==> config.mk <==
export PLATFORM = sky130hd
export DESIGN_NAME = divmod_unit
export DESIGN_NICKNAME = d
export VERILOG_FILES = /design/src/rtl/divmod_pkg.sv /design/src/rtl/divmod_prep.sv /design/src/rtl/divmod_core.sv /design/src/rtl/divmod_post.sv /design/src/rtl/divmod_unit.sv
export SDC_FILE = /design/constraint.sdc
export NUM_CORES = 2
export LEC_CHECK = 0
export BUFFER_PORTS_ARGS = -buffer_cell sky130_fd_sc_hd__buf_2
export CELL_PAD_IN_SITES_DETAIL_PLACEMENT = 1
export CELL_PAD_IN_SITES_GLOBAL_PLACEMENT = 1
export CORE_MARGIN = 4
export CORE_UTILIZATION = 52
export DETAILED_ROUTE_END_ITERATION = 8
export PLACE_DENSITY_LB_ADDON = 0.1
export SYNTH_ARGS = -nofsm -noshare
export SYNTH_HDL_FRONTEND = slang
export SYNTH_HIERARCHICAL = 1
export SYNTH_SLANG_ARGS = --single-unit
==> constraint.sdc <==
create_clock -name clk -period 10.65 [get_ports clk]
set_input_delay 2.6625 -clock clk [delete_from_list [all_inputs] [get_ports clk]]
set_output_delay 2.6625 -clock clk [all_outputs]
set_load 0.01 [all_outputs]
==> src/rtl/divmod_pkg.sv <==
package divmod_pkg;

  typedef struct packed {
    logic ext;
    logic rem;
    logic word;
    logic sgn;
  } divmod_op_t;

  typedef enum logic {
    ST_IDLE = 1'b0,
    ST_RUN  = 1'b1
  } divmod_state_t;

endpackage

==> src/rtl/divmod_prep.sv <==
module divmod_prep
  import divmod_pkg::*;
#(
  parameter int XLEN = 64
) (
  input  divmod_op_t              op_i,
  input  logic [XLEN-1:0]         src_a_i,
  input  logic [XLEN-1:0]         src_b_i,
  output logic [2*XLEN-1:0]       dvd_mag_o,
  output logic [2*XLEN-1:0]       dvs_mag_o,
  output logic                    neg_q_o,
  output logic                    neg_r_o,
  output logic                    early_ovf_o
);

  localparam int N = 2 * XLEN;
  localparam int H = XLEN / 2;

  logic [H-1:0]    a_lo, b_lo;
  logic [XLEN-1:0] a_shw;
  logic [N-1:0]    dd, dv;
  logic            dd_min, dv_zero, dv_ones, a_below_b;
  logic            neg_dd, neg_dv;

  assign a_lo  = src_a_i[H-1:0];
  assign b_lo  = src_b_i[H-1:0];
  assign a_shw = {a_lo, {H{1'b0}}};

  // Operand formation at the doubled working width
  always_comb begin
    case ({op_i.ext, op_i.word})
      2'b00: begin
        dd = op_i.sgn ? {{XLEN{src_a_i[XLEN-1]}}, src_a_i} : {{XLEN{1'b0}}, src_a_i};
        dv = op_i.sgn ? {{XLEN{src_b_i[XLEN-1]}}, src_b_i} : {{XLEN{1'b0}}, src_b_i};
      end
      2'b01: begin
        dd = op_i.sgn ? {{(N-H){a_lo[H-1]}}, a_lo} : {{(N-H){1'b0}}, a_lo};
        dv = op_i.sgn ? {{(N-H){b_lo[H-1]}}, b_lo} : {{(N-H){1'b0}}, b_lo};
      end
      2'b10: begin
        dd = {src_a_i, {XLEN{1'b0}}};
        dv = op_i.sgn ? {{XLEN{src_b_i[XLEN-1]}}, src_b_i} : {{XLEN{1'b0}}, src_b_i};
      end
      default: begin
        dd = op_i.sgn ? {{XLEN{a_shw[XLEN-1]}}, a_shw} : {{XLEN{1'b0}}, a_shw};
        dv = op_i.sgn ? {{(N-H){b_lo[H-1]}}, b_lo} : {{(N-H){1'b0}}, b_lo};
      end
    endcase
  end

  // Overflow visible from the operands alone
  assign dd_min    = op_i.word ? (a_lo == {1'b1, {(H-1){1'b0}}})
                               : (src_a_i == {1'b1, {(XLEN-1){1'b0}}});
  assign dv_zero   = (dv == '0);
  assign dv_ones   = &dv;
  assign a_below_b = op_i.word ? (a_lo < b_lo) : (src_a_i < src_b_i);

  assign early_ovf_o = dv_zero
                     | (op_i.sgn & dv_ones & dd_min)
                     | (~op_i.sgn & op_i.ext & ~a_below_b);

  // Magnitudes and sign bookkeeping
  assign neg_dd    = op_i.sgn & dd[N-1];
  assign neg_dv    = op_i.sgn & dv[N-1];
  assign dvd_mag_o = neg_dd ? (~dd + 1'b1) : dd;
  assign dvs_mag_o = neg_dv ? (~dv + 1'b1) : dv;
  assign neg_q_o   = neg_dd ^ neg_dv;
  assign neg_r_o   = neg_dd;

endmodule

==> src/rtl/divmod_core.sv <==
module divmod_core #(
  parameter int N = 128
) (
  input  logic         clk,
  input  logic         rst_n,
  input  logic         load_i,
  input  logic [N-1:0] dvd_i,
  input  logic [N-1:0] dvs_i,
  output logic [N-1:0] quo_o,
  output logic [N-1:0] rem_o,
  output logic         fin_o
);

  localparam int CW = $clog2(N + 1);

  logic [N:0]    part_q, part_d;
  logic [N-1:0]  quo_q, quo_d;
  logic [N-1:0]  dvs_q, dvs_d;
  logic [CW-1:0] cnt_q, cnt_d;
  logic          run_q, run_d;
  logic          fin_q, fin_d;
  logic [N:0]    shifted, trial;
  logic          en;

  assign shifted = {part_q[N-1:0], quo_q[N-1]};
  assign trial   = shifted - {1'b0, dvs_q};

  // Next-state: one restoring step per cycle
  always_comb begin
    part_d = part_q;
    quo_d  = quo_q;
    dvs_d  = dvs_q;
    cnt_d  = cnt_q;
    run_d  = run_q;
    fin_d  = 1'b0;
    if (load_i) begin
      part_d = '0;
      quo_d  = dvd_i;
      dvs_d  = dvs_i;
      cnt_d  = CW'(N);
      run_d  = 1'b1;
    end else if (run_q) begin
      if (!trial[N]) begin
        part_d = trial;
        quo_d  = {quo_q[N-2:0], 1'b1};
      end else begin
        part_d = shifted;
        quo_d  = {quo_q[N-2:0], 1'b0};
      end
      cnt_d = cnt_q - 1'b1;
      run_d = (cnt_q != CW'(1));
      fin_d = (cnt_q == CW'(1));
    end
  end

  assign en = load_i | run_q | fin_q;

  always_ff @(posedge clk or negedge rst_n) begin
    if (!rst_n) begin
      part_q <= '0;
      quo_q  <= '0;
      dvs_q  <= '0;
      cnt_q  <= '0;
      run_q  <= 1'b0;
      fin_q  <= 1'b0;
    end else if (en) begin
      part_q <= part_d;
      quo_q  <= quo_d;
      dvs_q  <= dvs_d;
      cnt_q  <= cnt_d;
      run_q  <= run_d;
      fin_q  <= fin_d;
    end
  end

  assign quo_o = quo_q;
  assign rem_o = part_q[N-1:0];
  assign fin_o = fin_q;

endmodule

==> src/rtl/divmod_post.sv <==
module divmod_post
  import divmod_pkg::*;
#(
  parameter int XLEN = 64
) (
  input  divmod_op_t        op_i,
  input  logic [2*XLEN-1:0] quo_mag_i,
  input  logic [2*XLEN-1:0] rem_mag_i,
  input  logic              neg_q_i,
  input  logic              neg_r_i,
  output logic [XLEN-1:0]   result_o,
  output logic              ovf_o
);

  localparam int N = 2 * XLEN;
  localparam int H = XLEN / 2;

  logic [N-1:0]    q, r;
  logic [XLEN-1:0] res;
  logic            fit_w, fit_x, fits;

  assign q = neg_q_i ? (~quo_mag_i + 1'b1) : quo_mag_i;
  assign r = neg_r_i ? (~rem_mag_i + 1'b1) : rem_mag_i;

  // Signed quotient must survive truncation to the destination width
  assign fit_w = (q[N-1:H-1] == '0) | (&q[N-1:H-1]);
  assign fit_x = (q[N-1:XLEN-1] == '0) | (&q[N-1:XLEN-1]);
  assign fits  = ~(op_i.ext & op_i.sgn) | (op_i.word ? fit_w : fit_x);

  always_comb begin
    if (op_i.ext) begin
      res = op_i.word ? {{H{1'b0}}, q[H-1:0]} : q[XLEN-1:0];
    end else if (op_i.rem) begin
      if (op_i.word)
        res = op_i.sgn ? {{H{r[H-1]}}, r[H-1:0]} : {{H{1'b0}}, r[H-1:0]};
      else
        res = r[XLEN-1:0];
    end else begin
      res = op_i.word ? {{H{1'b0}}, q[H-1:0]} : q[XLEN-1:0];
    end
  end

  assign result_o = fits ? res : '0;
  assign ovf_o    = ~fits;

endmodule

==> src/rtl/divmod_unit.sv <==
module divmod_unit
  import divmod_pkg::*;
#(
  parameter int XLEN = 64
) (
  input  logic            clk,
  input  logic            rst_n,
  input  logic            start_i,
  input  logic [3:0]      op_i,
  input  logic [XLEN-1:0] src_a_i,
  input  logic [XLEN-1:0] src_b_i,
  output logic [XLEN-1:0] result_o,
  output logic            ovf_o,
  output logic            done_o,
  output logic            busy_o
);

  localparam int N = 2 * XLEN;

  divmod_op_t      op_in, op_q;
  divmod_state_t   state_q, state_d;
  logic [N-1:0]    dvd_mag, dvs_mag, quo_mag, rem_mag;
  logic            neg_q, neg_r, early_ovf;
  logic            neg_q_q, neg_r_q;
  logic            core_load, core_fin;
  logic [XLEN-1:0] post_res, result_q, result_d;
  logic            post_ovf, ovf_q, ovf_d, done_q, done_d;

  assign op_in = divmod_op_t'(op_i);

  divmod_prep #(.XLEN(XLEN)) u_prep (
    .op_i        (op_in),
    .src_a_i     (src_a_i),
    .src_b_i     (src_b_i),
    .dvd_mag_o   (dvd_mag),
    .dvs_mag_o   (dvs_mag),
    .neg_q_o     (neg_q),
    .neg_r_o     (neg_r),
    .early_ovf_o (early_ovf)
  );

  divmod_core #(.N(N)) u_core (
    .clk    (clk),
    .rst_n  (rst_n),
    .load_i (core_load),
    .dvd_i  (dvd_mag),
    .dvs_i  (dvs_mag),
    .quo_o  (quo_mag),
    .rem_o  (rem_mag),
    .fin_o  (core_fin)
  );

  divmod_post #(.XLEN(XLEN)) u_post (
    .op_i      (op_q),
    .quo_mag_i (quo_mag),
    .rem_mag_i (rem_mag),
    .neg_q_i   (neg_q_q),
    .neg_r_i   (neg_r_q),
    .result_o  (post_res),
    .ovf_o     (post_ovf)
  );

  assign core_load = (state_q == ST_IDLE) & start_i & ~early_ovf;

  // Next-state
  always_comb begin
    state_d  = state_q;
    result_d = result_q;
    ovf_d    = ovf_q;
    done_d   = 1'b0;
    case (state_q)
      ST_IDLE: begin
        if (start_i) begin
          if (early_ovf) begin
            done_d   = 1'b1;
            ovf_d    = 1'b1;
            result_d = '0;
          end else begin
            state_d = ST_RUN;
          end
        end
      end
      default: begin
        if (core_fin) begin
          done_d   = 1'b1;
          ovf_d    = post_ovf;
          result_d = post_res;
          state_d  = ST_IDLE;
        end
      end
    endcase
  end

  // Registers with explicit enables
  always_ff @(posedge clk or negedge rst_n) begin
    if (!rst_n) begin
      state_q  <= ST_IDLE;
      done_q   <= 1'b0;
      op_q     <= '0;
      neg_q_q  <= 1'b0;
      neg_r_q  <= 1'b0;
      result_q <= '0;
      ovf_q    <= 1'b0;
    end else begin
      state_q <= state_d;
      done_q  <= done_d;
      if (core_load) begin
        op_q    <= op_in;
        neg_q_q <= neg_q;
        neg_r_q <= neg_r;
      end
      if (done_d) begin
        result_q <= result_d;
        ovf_q    <= ovf_d;
      end
    end
  end

  assign result_o = result_q;
  assign ovf_o    = ovf_q;
  assign done_o   = done_q;
  assign busy_o   = (state_q == ST_RUN);

endmodule

==> metrics <==
status=finished, final reports clean; Post-synth EDFFs=0; wl on met1=about 93,000 um; CP Max Fanout=18; first-pass GRT wire length=between 300,000 and 400,000 um; Initial Utilization=52.32%; Post-Syn Instances=approximately 6,400; skew final=0.04984 ns; commonest non-fill, non-tap cells in the layout=nand2_1 (814), o21ai_0 (574), nor2_1 (476), dfrtp_1 (462), a21oi_1 (439); setup_tns=0 ns; highest metal used=met5; Main synth FF type=dfrtp_1; Slew HR=13.11%; grt total ovfl=0; Layout Nets=approximately 6,600; CTS Buf Count=55; Synth Area per Inst=7.492 um2; Hold Crit Depth=2; slowest stage delay, CP=0.81 ns; Lkg Pwr=approximately 21 nW; Core ar.=about 0.092 mm2; buffers inserted by post-CTS timing repair=0; Worst EP arrival=between 8 and 9 ns; synth warn=6; Post-Synthesis Cell Area=~0.048 mm2; Met2 Wirelength=~91,000 um; DR iter-0 viols=7,566; TritonCTS clock tree=yes; Fmax achieved=roughly 130 MHz; die area=approximately 0.097 mm2; Cell Chain, Critical Path=buf_2 -> or4_1 -> or3_1 -> nor4_1 -> and2_1 -> nand4_1 -> nor2_1 -> ha_1 -> a31oi_1 -> o211ai_1 -> nor3b_4 -> inv_1 -> nand2_1 -> nor3_2 -> o21ai_0 -> o211ai_1; clk root buf=clkbuf_16; ratio of cells with drive above 1 in the final layout=between 8 and 9%; std cell rows=111; Die W=~310 um; share of synthesized registers carrying an async set or reset=between 90% and 100%; Routed WL=~220,000 um; Tightest Pin Transition=1.303 ns; most common cell after layout, fill and taps aside=nand2_1; RSZ-0062 raised after global routing=no; largest net degree at the start of global routing=259; post-layout util=a little under three fifths; H-Tree Level Count=2; Filler cells=roughly 12,000; DR WL/cell=~29 um; Tmin final=between 7 and 8 ns; Worst path slowest cell=nor4_1; Seq/Total Area, Yosys=24.40%; drt pass-1 iters=8; Detail Route Antenna Nets=0; fin crit share=roughly three quarters; dpl cells=between 7,000 and 8,000; Fin Hold WS=0.5395 ns; Post-CTS Hold Fix Bufs=0; Layout area overhead=5.605%; WS Path Type=primary input to register; Clock Latency Late Sink=around 0.69 ns; Detailed Place HPWL=approximately 170,000 um; Max-cap violations=0; post-cts sizing count=0; Synth Register Bits=between 400 and 500; initial antenna violation count=12; Sinks on Clock Net=between 400 and 500; vias per cell=7.072; Die Y=311.5 um; Power per Cell Area=388.3 mW/mm2; vias in the first global route=about 51,000; CTS clk-pin slew, worst paths=0.06 ns; Tot GR Track Use=43.48%; R2R setup slack=approximately 3.5 ns; HP Class=register to register; RePlAce Congestion=approximately 1.0; DRC=0; R2R cell count=17; placed cell area=slightly below 0.05 mm2; WP data required=approximately 11 ns; post-route design area=about 0.051 mm2; DR WL met3=between 20,000 and 30,000 um; Cell variety after synth=112; cell mode on critical path=o211ai_1; number of port buffers=around 200; Setup Viol. Count Final=0; # IOs=202; Fin. Hold Viols=0; CP endpoint kind=register; Clock Path Buffers=3; Vias=around 53,000; Slew Limit Fails=0; Non-Filler Instances=between 7,000 and 8,000; Setup crit start kind=primary input; Peak VDD IR=0.3110 mV
## layout make-up
type / instances / area (um2) / share of cell area [%]
antenna: 4 / 10.01 / 0.01979
clock buffer: 78 / 1543 / 3.051
clock inverter: 22 / 227.7 / 0.4503
inverter: 275 / 1032 / 2.041
multi-input combinational: 5193 / 33010 / 65.27
sequential: 467 / 11700 / 23.14
tap: 1186 / 1484 / 2.934
timing repair buffer: 267 / 1564 / 3.093
## sequential cells by signal, indices dropped and copies added, names as in the netlist
signal	cells
u_core/dvs_q	128
op_q	4
neg_r_q	1
neg_q_q	1
u_core/part_q	128
busy_o	1
u_core/quo_o	128
u_core/fin_o	1
u_core/cnt_q	8
u_core/run_q	1
result_o	64
done_o	1
ovf_o	1
## path summary, 6_finish.rpt
| path | start | to |
|---|---|---|
| min | u_core/part_q[89] | u_core/part_q[89] |
| max | src_b_i[22] | u_core/part_q[123] |
| min reg2reg | u_core/part_q[89] | u_core/part_q[89] |
| max reg2reg | u_core/quo_o[0] | result_o[34] |
| min in group asynchronous | rst_n | ovf_o |
| max in group asynchronous | rst_n | u_core/part_q[22] |
## per-stage QoR
step	setup slack, ns	power (W)
floorplan	3.809	0.01266
global placement	2.487	0.01656
detailed placement	2.324	0.01701
CTS	3.018	0.01907
global route	2.548	0.02065
finish	2.738	0.01964
## worst max-delay path, delay by kind of cell
| family | cells | cell delay [ns] |
|---|---|---|
| buffers and inverters | 2 | 0.77 |
| and+or+nand+nor | 9 | 4.12 |
| AOI/OAI and AO/OA | 4 | 0.76 |
| adders and majority gates | 1 | 0.19 |
## cells in the mapped netlist, types with 21 or more instances
master    instances  area share [%]
inv_1           273             2.1
o21bai_1         39            0.61
xor2_1          166             3.0
a41oi_1          32            0.59
dfrtp_1         467              24
nand2b_1         55            0.72
buf_4            71             1.1
a31oi_1          99             1.3
a21o_1           71             1.1
o21a_1           62            0.97
buf_2            60            0.63
a21oi_1         439             4.6
mux2_1           27            0.63
buf_6            21            0.49
nor2b_1          98             1.3
nand4_1         167             2.2
xnor2_1         279             5.1
nor3_1          151             1.6
nor2_1          478             3.7
a211oi_1         40            0.63
a22o_1           67             1.2
or2_2            21            0.27
nand2_1         815             6.4
a311oi_1         86             1.6
mux2_2           50             1.2
clkbuf_1        329             2.6
o41ai_1          43            0.79
and3_1           50            0.65
a21boi_0         43            0.67
or4_1            45            0.71
o21ai_0         574             6.0
o31ai_1          83             1.3
nand3_1         120             1.3
buf_1            34            0.27
ha_1            199             5.2
nor4_1          140             1.8
or3_1            51            0.67
a21oi_2          50            0.91
mux2i_1         159             3.3
and4_1           23            0.42
## logic make-up (layout without fill, tap and decap cells)
family,after synthesis,after routing,share of synthesized area [%]
compound gates,1914,1914,25.76
xor+xnor,445,445,8.139
fa+ha+maj,200,200,5.241
buf+inv,794,642,7.277
flops,467,467,24.40
mux,237,237,5.166
other cells,1,67,0.007831
simple gates,2334,2334,24.01
## power breakdown
part / internal (W) / switching [W]
Sequential: 0.00266 / 0.00159
Clock: 0.00106 / 0.000854
Combinational: 0.00466 / 0.00881
Total: 0.00838 / 0.0113
## metal layers
layer / up-vias / global-route usage (%)
met1: 26221 / 61.93
met5: - / 0
met4: 14 / 18.16
li1: 22811 / -
met3: 629 / 10.93
met2: 3308 / 62.55
Power figures use the tool's default switching activity.
